### src/rtl/crc_eng_pkg.sv
package crc_eng_pkg;
  localparam int WORD_W = 16;
  localparam int ADDR_W = 2;

  typedef enum logic [ADDR_W-1:0] {
    W_CTRL  = 2'd0,
    W_INPUT = 2'd1,
    W_STATE = 2'd2,
    W_RESULT = 2'd3
  } word_e;

  localparam int CLR_BIT = 15;

  // Fold one byte into a reflected CRC state, least significant bit first.
  function automatic logic [15:0] fold_byte(input logic [15:0] st,
                                            input logic [7:0] b,
                                            input logic [15:0] poly_r);
    logic [15:0] s;
    s = st ^ {8'h00, b};
    for (int i = 0; i < 8; i++) begin
      if (s[0]) s = (s >> 1) ^ poly_r;
      else      s = s >> 1;
    end
    return s;
  endfunction
endpackage

### src/rtl/crc_eng_decode.sv
module crc_eng_decode
  import crc_eng_pkg::*;
#(
  parameter int CNT_W = 12
) (
  input  logic              clk,
  input  logic              rst_n,
  input  logic              wr_en,
  input  logic [ADDR_W-1:0] wr_addr,
  input  logic [WORD_W-1:0] wr_data,
  input  logic [ADDR_W-1:0] rd_addr,
  input  logic [CNT_W-1:0]  cnt,
  input  logic [WORD_W-1:0] state,
  output logic              clr,
  output logic              feed,
  output logic [7:0]        feed_byte,
  output logic [WORD_W-1:0] rd_data
);
  localparam int PAD_W = WORD_W - CNT_W;

  logic unused_hi;
  assign unused_hi = ^wr_data[CLR_BIT-1:8];

  always_comb begin
    clr       = wr_en && (wr_addr == W_CTRL) && wr_data[CLR_BIT];
    feed      = wr_en && (wr_addr == W_INPUT);
    feed_byte = wr_data[7:0];
  end

  always_comb begin
    unique case (word_e'(rd_addr))
      W_CTRL:   rd_data = {{PAD_W{1'b0}}, cnt};
      W_INPUT:  rd_data = '0;
      W_STATE:  rd_data = state;
      W_RESULT: rd_data = ~state;
      default:  rd_data = '0;
    endcase
  end

  // a single write cannot both reinitialise and feed
  a_r3_one_action: assert property (@(posedge clk) disable iff (!rst_n)
    !(clr && feed));

  // control read keeps the pad bits at zero
  a_r10_ctrl_pad: assert property (@(posedge clk) disable iff (!rst_n)
    (rd_addr == W_CTRL) |-> (rd_data[WORD_W-1:CNT_W] == '0));
endmodule

### src/rtl/crc_eng_count.sv
module crc_eng_count #(
  parameter int CNT_W = 12
) (
  input  logic             clk,
  input  logic             rst_n,
  input  logic             clr,
  input  logic             inc,
  output logic [CNT_W-1:0] cnt
);
  localparam logic [CNT_W-1:0] CNT_MAX = {CNT_W{1'b1}};

  always_ff @(posedge clk or negedge rst_n) begin
    if (!rst_n)                         cnt <= '0;
    else if (clr)                       cnt <= '0;
    else if (inc && (cnt != CNT_MAX))   cnt <= cnt + 1'b1;
  end

  a_r3_count_clear: assert property (@(posedge clk) disable iff (!rst_n)
    clr |=> (cnt == '0));

  a_r4_count_step: assert property (@(posedge clk) disable iff (!rst_n)
    (!clr && inc && (cnt != CNT_MAX)) |=> (cnt == $past(cnt) + 1'b1));

  a_r8_count_hold: assert property (@(posedge clk) disable iff (!rst_n)
    (!clr && (cnt == CNT_MAX)) |=> (cnt == CNT_MAX));

  a_r9_count_idle: assert property (@(posedge clk) disable iff (!rst_n)
    (!clr && !inc) |=> $stable(cnt));
endmodule

### src/rtl/crc_eng_lane.sv
module crc_eng_lane
  import crc_eng_pkg::*;
#(
  parameter logic [15:0] POLY_R = 16'h8408,
  parameter logic [15:0] INIT   = 16'hFFFF
) (
  input  logic        clk,
  input  logic        rst_n,
  input  logic        clr,
  input  logic        load,
  input  logic [7:0]  din,
  output logic [15:0] state
);
  logic [15:0] next_fold;

  always_comb next_fold = fold_byte(state, din, POLY_R);

  always_ff @(posedge clk or negedge rst_n) begin
    if (!rst_n)     state <= INIT;
    else if (clr)   state <= INIT;
    else if (load)  state <= next_fold;
  end

  a_r3_state_init: assert property (@(posedge clk) disable iff (!rst_n)
    clr |=> (state == INIT));

  a_r9_state_idle: assert property (@(posedge clk) disable iff (!rst_n)
    (!clr && !load) |=> $stable(state));
endmodule

### src/rtl/crc_eng.sv
module crc_eng
  import crc_eng_pkg::*;
#(
  parameter int          CNT_W  = 12,
  parameter logic [15:0] POLY_R = 16'h8408,
  parameter logic [15:0] INIT   = 16'hFFFF
) (
  input  logic              clk,
  input  logic              rst_n,
  input  logic              wr_en,
  input  logic [ADDR_W-1:0] wr_addr,
  input  logic [WORD_W-1:0] wr_data,
  input  logic [ADDR_W-1:0] rd_addr,
  output logic [WORD_W-1:0] rd_data
);
  logic             clr, feed;
  logic [7:0]       feed_byte;
  logic [CNT_W-1:0] cnt;
  logic [15:0]      state;

  crc_eng_decode #(.CNT_W(CNT_W)) u_dec (
    .clk(clk), .rst_n(rst_n), .wr_en(wr_en), .wr_addr(wr_addr),
    .wr_data(wr_data), .rd_addr(rd_addr), .cnt(cnt), .state(state),
    .clr(clr), .feed(feed), .feed_byte(feed_byte), .rd_data(rd_data)
  );

  crc_eng_count #(.CNT_W(CNT_W)) u_cnt (
    .clk(clk), .rst_n(rst_n), .clr(clr), .inc(feed), .cnt(cnt)
  );

  crc_eng_lane #(.POLY_R(POLY_R), .INIT(INIT)) u_lane (
    .clk(clk), .rst_n(rst_n), .clr(clr), .load(feed), .din(feed_byte),
    .state(state)
  );

  // finished value is the inverse of the raw state at the port
  a_r6_result_inv: assert property (@(posedge clk) disable iff (!rst_n)
    (rd_addr == W_RESULT) |-> (rd_data == ~state));
endmodule

### config.mk
export PLATFORM = sky130hd
export DESIGN_NAME = crc_eng
export DESIGN_NICKNAME = d
export VERILOG_FILES = /design/src/rtl/crc_eng_pkg.sv /design/src/rtl/crc_eng_decode.sv /design/src/rtl/crc_eng_count.sv /design/src/rtl/crc_eng_lane.sv /design/src/rtl/crc_eng.sv
export SDC_FILE = /design/constraint.sdc
export NUM_CORES = 1
export LEC_CHECK = 0
export BUFFER_PORTS_ARGS = -buffer_cell sky130_fd_sc_hd__clkbuf_2
export CAP_MARGIN = 20
export CORE_AREA = 2 2 63 65
export CTS_CLUSTER_DIAMETER = 50
export DETAILED_ROUTE_END_ITERATION = 8
export DIE_AREA = 0 0 65 67
export MAX_ROUTING_LAYER = met4
export PLACE_DENSITY = 0.83
export SLEW_MARGIN = 20
export SYNTH_ARGS = -nofsm -noshare
export SYNTH_HDL_FRONTEND = slang
export SYNTH_HIERARCHICAL = 1
export SYNTH_SLANG_ARGS = --single-unit
### constraint.sdc
create_clock -name clk -period 3.8 [get_ports clk]
set_clock_uncertainty 0.1 [all_clocks]
set_input_delay 0.38 -clock clk [delete_from_list [all_inputs] [get_ports clk]]
set_output_delay 0.38 -clock clk [all_outputs]
set_load 0.005 [all_outputs]
==> flow_summary.toml <==
[cts]
clock_latency_ns = 0.28
post_cts_buffers = 0
numCtsBuffers = 3
tritoncts = "yes"
path_clk_slew_ns = 0.10
clock_path_buffers = 2
cts.sinks = 28
clock_tree.root_cell = "clkbuf_8"
ctsHoldBuffers = 0
post_cts_resized = 0
htreeDepth = 1

[die]
dieArea_um2 = 4360
pin_count = 39
start_util_pct = 59.3
dieHeight_um = 67
die_w_um = 65
core-area_um2 = 3610
fp-row-count = 22

[final_layout]
num-fill-cells = 317
final_common_cell = "clkbuf_2"
layout-drive-gt1-share_pct = 29.8
area_growth_syn_to_layout_pct = 7.73
num_antenna_cells = 0
final_cell_mix = "clkbuf_2 (31), dfstp_2 (16), mux2i_1 (14), nor2_1 (13)"
layout.nets = 243

[setup_path]
r2r_cells = 5
path_common_cell = "clkbuf_2"
crit_slowest_cell = "clkbuf_2"
crit_fanout = 17
reg2reg_from = "u_cnt/cnt[0]"
slowest_delay_ns = 0.41
critPathKind = "primary input to output pin"
start_kind = "primary input"
cp_cell_sequence = "clkbuf_2, nand2_2, o22ai_1, clkbuf_2"
cp.required_ns = 3.32
rrSetupSlack_ns = 1.95
reg2reg_to = "u_cnt/cnt[1]"
end_kind = "output pin"
arrival_ns = 1.53

[route]
drc = 0
vias_per_cell = 5.90
top_layer = "met4"
wl_per_cell_um = 17.1
wl_met3_um = 228
antenna_left = 0
vias = 1570
dr.pass1.iters = 4
initialDrtViolationCount = 80
routed-wl-met2_um = 2110
drt-met1-wl_um = 2150
drt-total-wl_um = 4540

[timing]
timing.final.crit_share_pct = 53.0
worstMarginPinSlew_ns = 0.725
fmax_mhz = 497
finalSetupTns_ns = 0
fin_crit_ns = 2.01
finalMaxSlewViolations = 0
rsz0062_at_grt = "no"
maxSlewHeadroom_pct = 51.6
timing.hold.ws_ns = 0.0292
hold_violations = 0
setup_viol = 0

[pwr]
p_leak_nw = 1.06
power.density_nw_per_um2 = 684
vdd_drop_max_mv = 0.415

[synth]
yosys.area.top_type_share_pct = 19.7
ys_ff_latch = 28
avgSynthCellArea_um2 = 10.7
syn-cell-area_um2 = 2140
synth_edf_count = 0
ys_types = 46
synth_area_leaders = "dfstp_2 (20%), dfrtp_1 (14%), xnor3_1 (8.4%)"
synthFlopType = "dfstp_2"
ys.warnings.count = 6
synth_top_cell_by_area = "dfstp_2"
netlist_instances = 200
synth_nets = 224
async_reset_ff_share_pct = 100
ys_seq_area_share_pct = 33.7

[run]
drv_cap = 0

[global_route]
track_usage_pct = 23.7
grt_overflow_total = 0
grt_pass1_vias = 1484
grt_first_pass_wirelength_um = 7520
grt_max_degree = 29
antenna_found_initial = 0

[placed_design]
place_congestion = 0.806
port_buffers = 31
dp.final_hpwl_um = 3040

[min_path]
hp-class = "primary input to async pin"

[status]
outcome = "completed"
-- routing by layer --
layer,vias to the layer above,GRT usage [%]
met5,-,-
li1,756,-
met2,53,36.9
met3,4,2.53
met1,757,32.5
met4,0,7.98
-- cell type report --
class / instances / area (um^2) / share of cell area, %
Multi-Input combinational cell: 151 / 1280 / 55.5
Sequential cell: 28 / 721 / 31.3
Timing Repair Buffer: 33 / 170 / 7.39
Clock buffer: 4 / 66.3 / 2.88
Tap cell: 48 / 60.1 / 2.61
Inverter: 2 / 7.51 / 0.326
-- how the worst max path moves through the flow --
stage / start / end / slack, ns / cells after the start
2_1_floorplan: wr_addr[0] / u_lane/state[11] / 1.97 / 4
3_3_place_gp: wr_addr[1] / u_cnt/cnt[5] / 1.67 / 7
3_5_place_dp: wr_addr[1] / u_cnt/cnt[5] / 1.65 / 7
4_1_cts: rd_addr[1] / rd_data[0] / 1.85 / 4
5_1_grt: rd_addr[1] / rd_data[3] / 1.70 / 4
6_report: rd_addr[1] / rd_data[3] / 1.79 / 4
-- registers in the layout, summed over array words and instances, names as in the netlist --
signal and cells:
u_lane/state 16, u_cnt/cnt 12
-- synth_stat cells, drive strengths merged (2+ instances only) --
| cell type | count |
|---|---|
| nand2 | 5 |
| dfrtp | 12 |
| o21ai | 5 |
| mux2 | 2 |
| xnor3 | 8 |
| inv | 2 |
| buf | 13 |
| xor2 | 10 |
| clkbuf | 5 |
| and3 | 2 |
| nor2b | 9 |
| nor4 | 2 |
| o22ai | 12 |
| nand3 | 7 |
| dfstp | 16 |
| and4 | 2 |
| mux2i | 14 |
| xnor2 | 14 |
| a21oi | 12 |
| nand4 | 3 |
| nor3 | 8 |
| nor2 | 13 |
| and2 | 5 |
| a211o | 7 |
-- critical path, delay by kind of cell --
kind / cells / cell delay (ns)
buffers and inverters: 2 / 0.57
AND/OR/NAND/NOR: 1 / 0.27
AO/OA/AOI/OAI: 1 / 0.30
-- logic make-up (layout without fill, tap and decap cells) --
logic type / Yosys count / after routing / share of synthesized area [%]
adder cells (fa/ha/maj): 1 / 1 / 0.585
XOR/XNOR: 33 / 33 / 20.4
buffers and inverters: 21 / 39 / 7.20
multiplexers: 16 / 16 / 7.79
AO/OA/AOI/OAI: 41 / 41 / 13.1
flip-flops: 28 / 28 / 33.7
AND/OR/NAND/NOR: 60 / 60 / 17.2
-- per-stage QoR --
stage | util (%) | power [mW] | area, um^2 | instances | setup slack [ns]
3_5_place_dp | 62.0 | 1.35 | 2240 | 262 | 1.65
5_1_grt | 63.8 | 1.67 | 2300 | 266 | 1.70
3_3_place_gp | 62.0 | 1.32 | 2240 | 262 | 1.67
6_report | 63.8 | 1.57 | 2300 | 266 | 1.79
2_1_floorplan | - | 1.18 | 2140 | 200 | 1.97
4_1_cts | 63.8 | 1.57 | 2300 | 266 | 1.85
-- power by group --
part | switching [mW] | total, mW | internal, mW
logic | 0.298 | 0.761 | 0.463
clock network | 0.104 | 0.219 | 0.115
registers | 0.140 | 0.594 | 0.454
Power figures use the tool's default switching activity.
